`config.mk`:
```
export PLATFORM = sky130hd
export DESIGN_NAME = smbus_host_seq
export DESIGN_NICKNAME = d
export VERILOG_FILES = /design/src/rtl/smbus_host_seq.sv
export SDC_FILE = /design/constraint.sdc
export NUM_CORES = 1
export LEC_CHECK = 0
export ABC_CLOCK_PERIOD_IN_PS = 4070
export BUFFER_PORTS_ARGS = -buffer_cell sky130_fd_sc_hd__buf_4
export CAP_MARGIN = 15
export CELL_PAD_IN_SITES_DETAIL_PLACEMENT = 0
export CELL_PAD_IN_SITES_GLOBAL_PLACEMENT = 2
export CORE_MARGIN = 10
export CORE_UTILIZATION = 37
export DETAILED_ROUTE_END_ITERATION = 8
export PLACE_DENSITY_LB_ADDON = 0.1
export SETUP_SLACK_MARGIN = 0.15
export SYNTH_ARGS = -nofsm -noshare
export SYNTH_HDL_FRONTEND = slang
export SYNTH_SLANG_ARGS = --single-unit
```
`constraint.sdc`:
```
create_clock -name clk -period 4.07 [get_ports clk]
set_input_delay 0.2035 -clock clk [delete_from_list [all_inputs] [get_ports clk]]
set_output_delay 0.2035 -clock clk [all_outputs]
set_load 0.1 [all_outputs]
```
`src/rtl/smbus_host_seq.sv`:
```
module smbus_host_seq #(
  parameter int QDIV = 4,
  parameter int RAW  = 3
) (
  input  logic           clk,
  input  logic           rst_n,
  input  logic           reg_wr,
  input  logic [RAW-1:0] reg_addr,
  input  logic [7:0]     reg_wdata,
  output logic [7:0]     reg_rdata,
  output logic           scl_oe,
  input  logic           scl_in,
  output logic           sda_oe,
  input  logic           sda_in
);
  localparam int CW = (QDIV > 1) ? $clog2(QDIV) : 1;
  localparam logic [RAW-1:0] A_STS = RAW'(0);
  localparam logic [RAW-1:0] A_CTL = RAW'(2);
  localparam logic [RAW-1:0] A_CMD = RAW'(3);
  localparam logic [RAW-1:0] A_ADR = RAW'(4);
  localparam logic [RAW-1:0] A_DLO = RAW'(5);
  localparam logic [RAW-1:0] A_DHI = RAW'(6);

  localparam logic [3:0] O_START = 4'd0;
  localparam logic [3:0] O_ADRW  = 4'd1;
  localparam logic [3:0] O_ADR   = 4'd2;
  localparam logic [3:0] O_CMD   = 4'd3;
  localparam logic [3:0] O_DLO   = 4'd4;
  localparam logic [3:0] O_DHI   = 4'd5;
  localparam logic [3:0] O_RXLA  = 4'd6;
  localparam logic [3:0] O_RXLN  = 4'd7;
  localparam logic [3:0] O_RXHN  = 4'd8;
  localparam logic [3:0] O_STOP  = 4'd9;

  typedef enum logic [1:0] {S_IDLE, S_START, S_BYTE, S_STOP} st_t;

  function automatic logic [3:0] op_at(input logic [1:0] pr, input logic rdn, input logic [3:0] kk);
    logic [3:0] r;
    r = O_STOP;
    if (kk == 4'd0) r = O_START;
    else case (pr)
      2'd0: if (kk == 4'd1) r = O_ADR;
      2'd1: case (kk)
              4'd1: r = O_ADR;
              4'd2: r = rdn ? O_RXLN : O_CMD;
              default: ;
            endcase
      2'd2: if (!rdn) case (kk)
              4'd1: r = O_ADR;
              4'd2: r = O_CMD;
              4'd3: r = O_DLO;
              default: ;
            endcase
            else case (kk)
              4'd1: r = O_ADRW;
              4'd2: r = O_CMD;
              4'd3: r = O_START;
              4'd4: r = O_ADR;
              4'd5: r = O_RXLN;
              default: ;
            endcase
      default: if (!rdn) case (kk)
              4'd1: r = O_ADR;
              4'd2: r = O_CMD;
              4'd3: r = O_DLO;
              4'd4: r = O_DHI;
              default: ;
            endcase
            else case (kk)
              4'd1: r = O_ADRW;
              4'd2: r = O_CMD;
              4'd3: r = O_START;
              4'd4: r = O_ADR;
              4'd5: r = O_RXLA;
              4'd6: r = O_RXHN;
              default: ;
            endcase
    endcase
    return r;
  endfunction

  st_t           st;
  logic [CW-1:0] cnt;
  logic [1:0]    ph;
  logic [3:0]    k, bitn, ctl_q;
  logic [7:0]    sh, cmd_q, adr_q, dlo_q, dhi_q, tx_nxt;
  logic [4:1]    flg;
  logic          nack_q, scl_lo, sda_lo;

  logic       busy, stretch, tick, ctl_wr, go, cur_rx;
  logic [3:0] cur_op, nxt_op;

  assign busy    = st != S_IDLE;
  assign stretch = (ph == 2'd2) && !scl_in;
  assign tick    = busy && !stretch && (cnt == CW'(QDIV - 1));
  assign ctl_wr  = reg_wr && (reg_addr == A_CTL);
  assign go      = ctl_wr && !busy && reg_wdata[6];
  assign cur_op  = op_at(ctl_q[1:0], adr_q[0], k);
  assign nxt_op  = op_at(ctl_q[1:0], adr_q[0], k + 4'd1);
  assign cur_rx  = (cur_op == O_RXLA) || (cur_op == O_RXLN) || (cur_op == O_RXHN);
  assign scl_oe  = scl_lo;
  assign sda_oe  = sda_lo;

  always_comb begin
    case (nxt_op)
      O_ADRW:  tx_nxt = {adr_q[7:1], 1'b0};
      O_ADR:   tx_nxt = adr_q;
      O_CMD:   tx_nxt = cmd_q;
      O_DLO:   tx_nxt = dlo_q;
      O_DHI:   tx_nxt = dhi_q;
      default: tx_nxt = 8'hFF;
    endcase
  end

  always_comb begin
    case (reg_addr)
      A_STS:   reg_rdata = {3'b000, flg, busy};
      A_CTL:   reg_rdata = {2'b00, ctl_q, 2'b00};
      A_CMD:   reg_rdata = cmd_q;
      A_ADR:   reg_rdata = adr_q;
      A_DLO:   reg_rdata = dlo_q;
      A_DHI:   reg_rdata = dhi_q;
      default: reg_rdata = 8'h00;
    endcase
  end

  always_ff @(posedge clk) begin
    if (!rst_n) begin
      st <= S_IDLE; cnt <= '0; ph <= 2'd0; k <= 4'd0; bitn <= 4'd0; ctl_q <= 4'd0;
      sh <= 8'h00; cmd_q <= 8'h00; adr_q <= 8'h00; dlo_q <= 8'h00; dhi_q <= 8'h00;
      flg <= 4'b0000; nack_q <= 1'b0; scl_lo <= 1'b0; sda_lo <= 1'b0;
    end else begin
      if (reg_wr) begin
        case (reg_addr)
          A_STS: flg <= flg & ~reg_wdata[4:1];
          A_CMD: cmd_q <= reg_wdata;
          A_ADR: adr_q <= reg_wdata;
          A_DLO: dlo_q <= reg_wdata;
          A_DHI: dhi_q <= reg_wdata;
          default: ;
        endcase
      end
      if (ctl_wr && !busy) ctl_q <= reg_wdata[5:2];
      if (go) begin
        if (reg_wdata[5:4] == 2'b00) begin
          st <= S_START; k <= 4'd0; ph <= 2'd0; cnt <= '0; nack_q <= 1'b0;
        end else begin
          flg[4] <= 1'b1; flg[1] <= 1'b1;
        end
      end
      if (busy) begin
        cnt <= tick ? '0 : (stretch ? cnt : cnt + CW'(1));
        if (tick) begin
          ph <= ph + 2'd1;
          case (st)
            S_START: case (ph)
              2'd0: sda_lo <= 1'b0;
              2'd1: scl_lo <= 1'b0;
              2'd2: sda_lo <= 1'b1;
              default: begin
                scl_lo <= 1'b1;
                k <= k + 4'd1; bitn <= 4'd0; sh <= tx_nxt;
                st <= (nxt_op == O_START) ? S_START : (nxt_op == O_STOP) ? S_STOP : S_BYTE;
              end
            endcase
            S_BYTE: case (ph)
              2'd0: sda_lo <= (bitn == 4'd8) ? (cur_op == O_RXLA) : (!cur_rx && !sh[7]);
              2'd1: scl_lo <= 1'b0;
              2'd2: begin
                if (bitn != 4'd8) begin
                  sh <= {sh[6:0], sda_in};
                  if (!cur_rx && !sda_lo && !sda_in) begin
                    st <= S_IDLE; scl_lo <= 1'b0; sda_lo <= 1'b0;
                    flg[3] <= 1'b1; flg[1] <= 1'b1;
                  end
                end else if (!cur_rx && sda_in) nack_q <= 1'b1;
              end
              default: begin
                scl_lo <= 1'b1;
                if (bitn == 4'd8) begin
                  if (cur_op == O_RXHN) dhi_q <= sh;
                  else if (cur_rx) dlo_q <= sh;
                  if (nack_q) st <= S_STOP;
                  else begin
                    k <= k + 4'd1; bitn <= 4'd0; sh <= tx_nxt;
                    st <= (nxt_op == O_START) ? S_START : (nxt_op == O_STOP) ? S_STOP : S_BYTE;
                  end
                end else bitn <= bitn + 4'd1;
              end
            endcase
            S_STOP: case (ph)
              2'd0: sda_lo <= 1'b1;
              2'd1: scl_lo <= 1'b0;
              2'd2: sda_lo <= 1'b0;
              default: begin
                st <= S_IDLE; flg[1] <= 1'b1;
                if (nack_q) flg[2] <= 1'b1;
              end
            endcase
            default: ;
          endcase
        end
      end
    end
  end
endmodule

```
After elaboration in Yosys (flattened, before gate mapping)
Index checks and enable logic that the tools add are counted.
Widths: inputs -> output; s select.
{"block": "totals", "regBits": 65, "out_inout_bits": 10}
{"block": "classes", "n_reduce_logical": 41, "eq_ne": 51, "add_sub_neg": 4, "bitwise": 2, "mux": 121}
{"op": "$mux 8", "count": 21}
{"op": "$mux 4", "count": 22}
{"op": "$pmux 4 s3", "count": 4}
{"op": "$pmux 4 s6", "count": 2}
{"op": "$pmux 8 s6", "count": 1}
{"op": "$mux 2", "count": 21}
{"op": "$eq 4x3->1 const B", "count": 10}
{"op": "$pmux 4 s5", "count": 2}
{"op": "$pmux 8 s5", "count": 1}
{"op": "$pmux 4 s2", "count": 4}
{"op": "$pmux 4 s4", "count": 2}
{"op": "$pmux 8 s2", "count": 2}
{"op": "$mux 1", "count": 26}
{"op": "$eq 4x2->1 const B", "count": 6}
{"op": "$reduce_and 8->1", "count": 3}
{"op": "$ne 3x3->1 const B", "count": 7}
{"op": "$eq 4x1->1 const B", "count": 3}
{"op": "$eq 4x4->1 const B", "count": 3}
{"op": "$logic_not 4->1", "count": 3}
{"op": "$eq 2x2->1 const B", "count": 5}
{"op": "$logic_and 1x1->1", "count": 10}
{"op": "$ne 2x2->1 const B", "count": 5}
{"op": "$pmux 1 s2", "count": 5}
{"op": "$eq 3x3->1 const B", "count": 3}
{"op": "24 further kinds", "count": 48}

Logic depth before layout (Yosys ltp)
{"block": "depth", "word_depth": 17, "depth_mapped": 13, "depth_no_buf": 11}

Worst setup path before layout
Ideal clock, no wire load.
{"block": "synth_path", "path_type": "register to output", "from": "reg ctl_q[0]", "to": "out reg_rdata[2]", "required_time_ns": 3.867, "path_slack_ns": -0.354, "path_buffers": 1, "arrival_time_ns": 4.220, "stages_incl_launch_ff": 4, "cell_sequence": "dfxtp_1 > clkbuf_1 > mux2i_1 > o311ai_0"}
{"block": "synth_between", "elab_chain_len": 1}
{"item": "start: declaration", "line": "85", "source": "logic [3:0] k, bitn, ctl_q;"}
{"item": "start signal: assignment", "line": "143", "source": "if (ctl_wr && !busy) ctl_q <= reg_wdata[5:2];"}
{"item": "$pmux 8 s6", "line": "116", "source": "case (reg_addr)"}
{"item": "end: declaration", "line": "10", "source": "output logic [7:0] reg_rdata,"}
No other way between the ends.

Worst setup path in the final report
{"block": "layout_path", "from": "reg k[1]", "to": "reg st[1]"}
{"block": "layout_between", "elab_chain_len": 17, "word_cells_on_any_way": 54}
{"item": "start: declaration", "line": "85"}
{"item": "start signal: assignment", "line": "129", "source": "st <= S_IDLE; cnt <= '0; ph <= 2'd0; k <= 4'd0; bitn <= 4'd0; ctl_q <= 4'd0;"}
{"item": "start signal: assignment", "line": "146", "source": "st <= S_START; k <= 4'd0; ph <= 2'd0; cnt <= '0; nack_q <= 1'b0;"}
{"item": "start signal: assignment", "line": "162", "source": "k <= k + 4'd1; bitn <= 4'd0; sh <= tx_nxt;"}
{"item": "branches (longest 14 deep; another with $add 4x1->4)"}
{"item": "$pmux 2 s3 *", "line": "155", "source": "case (st)"}
{"item": "$mux 2 *", "line": "153", "source": "if (tick) begin"}
{"item": "$mux 2 *", "line": "151", "source": "if (busy) begin"}
{"item": "end signal: assignment", "line": "163", "source": "st <= (nxt_op == O_START) ? S_START : (nxt_op == O_STOP) ? S_STOP : S_BYTE;"}
{"item": "end signal: assignment", "line": "186", "source": "st <= (nxt_op == O_START) ? S_START : (nxt_op == O_STOP) ? S_STOP : S_BYTE;"}
{"item": "end: declaration", "line": "82", "source": "st_t st;"}
Every way passes the cells marked *.
A chain may end at the register's enable or synchronous reset.

==> flow_summary.yaml <==
clock_network:
  htree_levels: 3
  cts_buffer_depth: 2
  path_clk_slew_ns: 0.06
  cts_buffers: 9
  insertion_delay_ns: 0.34
  cts-root-buf: "clkbuf_16"
  cts_tree: "yes"
  clock-sinks: 65
  hold_buffers: 0
layout:
  seqCellArea_mm2: 0.00130
  diodes: 0
  final_cell_mix: "nand2_1, dfxtp_1, nor2_1"
  final_common_cell: "nand2_1"
  drive_gt1_share_pct: 12.3
  areaGrowthSynthToFinish_pct: 12.1
  multiInputGateArea_mm2: 0.00328
  nNetsFinal: 671
  n_fill_cell: 1340
timing:
  fin_crit_ns: 3.52
  fmax_mhz: 284
  hold_viol: 0
  relSlewSlack_pct: 47.8
  setup_tns_ns: 0
  setup_violations: 0
  rsz0062_at_grt: "false"
  hold_ws_ns: 0.145
  drv_slew: 0
  tightestPinTransition_ns: 0.782
  period_share_pct: 86.5
  worst_clock_skew_ns: 0.00779
synth:
  synthFlopType: "dfxtp_1"
  ys_seq_area_share_pct: 26.8
  synth.distinct_cells: 82
  ys_ff_latch: 65
  synth_edf_count: 0
  syn_area_mm2: 0.00486
  ys.warnings.count: 0
  synth-async-reset-ratio_pct: 0
  synth.avg_cell_area_um2: 7.64
  synthCells: 636
  synth_fp_nets: 669
route:
  drt_iter0_markers: 416
  viasPerCell: 5.98
  wl_per_cell_um: 19.8
  wl_um: 16100
  drcViolationCount: 0
  vias: 4874
  antenna_left: 0
  drt_pass1_iterations: 6
critical_path:
  worst-path-max-fanout: 12
  arrival_ns: 3.73
  start_kind: "register"
  slowest_stage: "dfxtp_1"
  path_class: "register to register"
  crit_required_ns: 4.28
  max_stage_delay_ns: 0.50
  crit_chain: "inv_1, ha_1, buf_4, nor4_2, a2111oi_0, a211oi_2, a2111oi_2, a41oi_1, nand3_1, and4b_1, o31ai_1, o22ai_1"
  worst_setup_path_end_kind: "register"
floorplanning:
  die_area_mm2: 0.0181
  io_pins: 26
  core_area_mm2: 0.0127
  num_rows: 41
  start_util_pct: 38.2
  die_h_um: 135
  die_w_um: 135
grt:
  grt_overflow: 0
  grt_pass1_wl_um: 25400
  gr-usage-all-layers_pct: 17.5
  grt_max_degree: 54
  grt_pass1_vias: 4525
  antenna_found_initial: 0
placed_design:
  place.gp.congestion: 0.869
  hpwl_um: 11900
  io_buffers: 25
power:
  pwr_density_cell_mw_per_mm2: 290
  ir_drop_uv: 142
  p_leak_uw: 0.00199
  power_uw: 1580
min_path:
  hp-class: "primary input to register"
run:
  maxCapViolCount: 0
outcome:
  status: "finished, final reports clean"
flip-flops by register name (all words and copies together) (netlist names):
register and cells:
adr_q 8, cmd_q 8, dhi_q 8, dlo_q 8, sh 8, bitn 4
ctl_q 4, flg 4, k 4, cnt 2, ph 2, st 2
nack_q 1, scl_oe 1, sda_oe 1
logic make-up after synthesis:
| family | synth area share (%) |
|---|---|
| simple gates | 26.1 |
| compound gates | 28.1 |
| buf+inv | 5.89 |
| flops | 26.8 |
| mux | 7.72 |
| fa+ha+maj | 4.37 |
| xor+xnor | 1.08 |
layer usage:
metal	vias up	GRT usage [%]	share of wire, %
met5	-	0	0
met4	0	4.96	1.2
met3	20	3.67	5.4
met2	150	26.2	44
met1	2350	24.6	49
li1	2354	-	-
per-stage QoR:
step	setup slack (ns)	std cells	utilization, %	area (um2)
3_5_place_dp	0.516	799	40.4	5140
4_1_cts	0.490	815	42.8	5450
3_3_place_gp	0.502	799	40.4	5140
2_1_floorplan	0.823	636	-	4860
5_1_grt	0.285	815	42.9	5450
6_report	0.549	815	42.9	5450
worst paths after layout:
kind         slack (ns)    startpoint  cells after the start  endpoint
max reg2reg        0.55          k[1]                     12     st[1]
max                0.55          k[1]                     12     st[1]
min                0.15  reg_wdata[7]                      3  cmd_q[7]
min reg2reg        0.46      cmd_q[2]                      2  cmd_q[2]
power by group:
group	leakage [uW]	internal (uW)	switching (uW)
Clock	0.000150	481	326
Combinational	0.00132	38.0	83.2
Sequential	0.000525	644	10.7
Total	0.00199	1160	419
cell type report:
cell class	count	share of cell area (%)
Clock buffer	9	4.13
Inverter	22	1.51
Clock inverter	7	1.45
Sequential cell	65	23.9
Tap cell	172	3.95
Multi-Input combinational cell	504	60.1
Timing Repair Buffer	36	4.96
synthesized netlist by cell type, drive strengths merged, types with 4 or more instances:
cell type | n | area (um2)
nand4 | 6 | 37.5
mux2 | 4 | 45.0
nand2b | 6 | 37.5
buf | 17 | 98.8
clkbuf | 28 | 105
a21oi | 47 | 235
o21ai | 40 | 215
o22ai | 4 | 25.0
xnor2 | 4 | 35.0
o221ai | 4 | 35.0
a221oi | 4 | 35.0
nor4 | 6 | 50.0
nor2b | 11 | 68.8
o211ai | 17 | 138
nand3 | 16 | 80.1
a311oi | 10 | 87.6
mux2i | 33 | 330
and3 | 8 | 50.1
nor3 | 15 | 91.3
a22o | 4 | 35.0
or3 | 5 | 36.3
ha | 17 | 213
inv | 22 | 82.6
nand2 | 78 | 293
or4b | 7 | 70.1
nor2 | 62 | 235
and2 | 10 | 62.6
o31ai | 4 | 30.0
a211oi | 21 | 163
a31oi | 5 | 31.3
dfxtp | 65 | 1300
critical path: cells and delay by family, from the launching register on:
kind / cells / cell delay, ns
buffers and inverters: 2 / 0.37
AND/OR/NAND/NOR: 3 / 0.78
AO/OA/AOI/OAI: 6 / 1.40
adder cells (fa/ha/maj): 1 / 0.34
flip-flops: 1 / 0.50
what timing repair did:
action / CTS / global route
buffers inserted: 0 / 0
gates resized for setup: 0 / 1
setup endpoints to repair: 0 / 4
(Power assumes the default switching activity.)
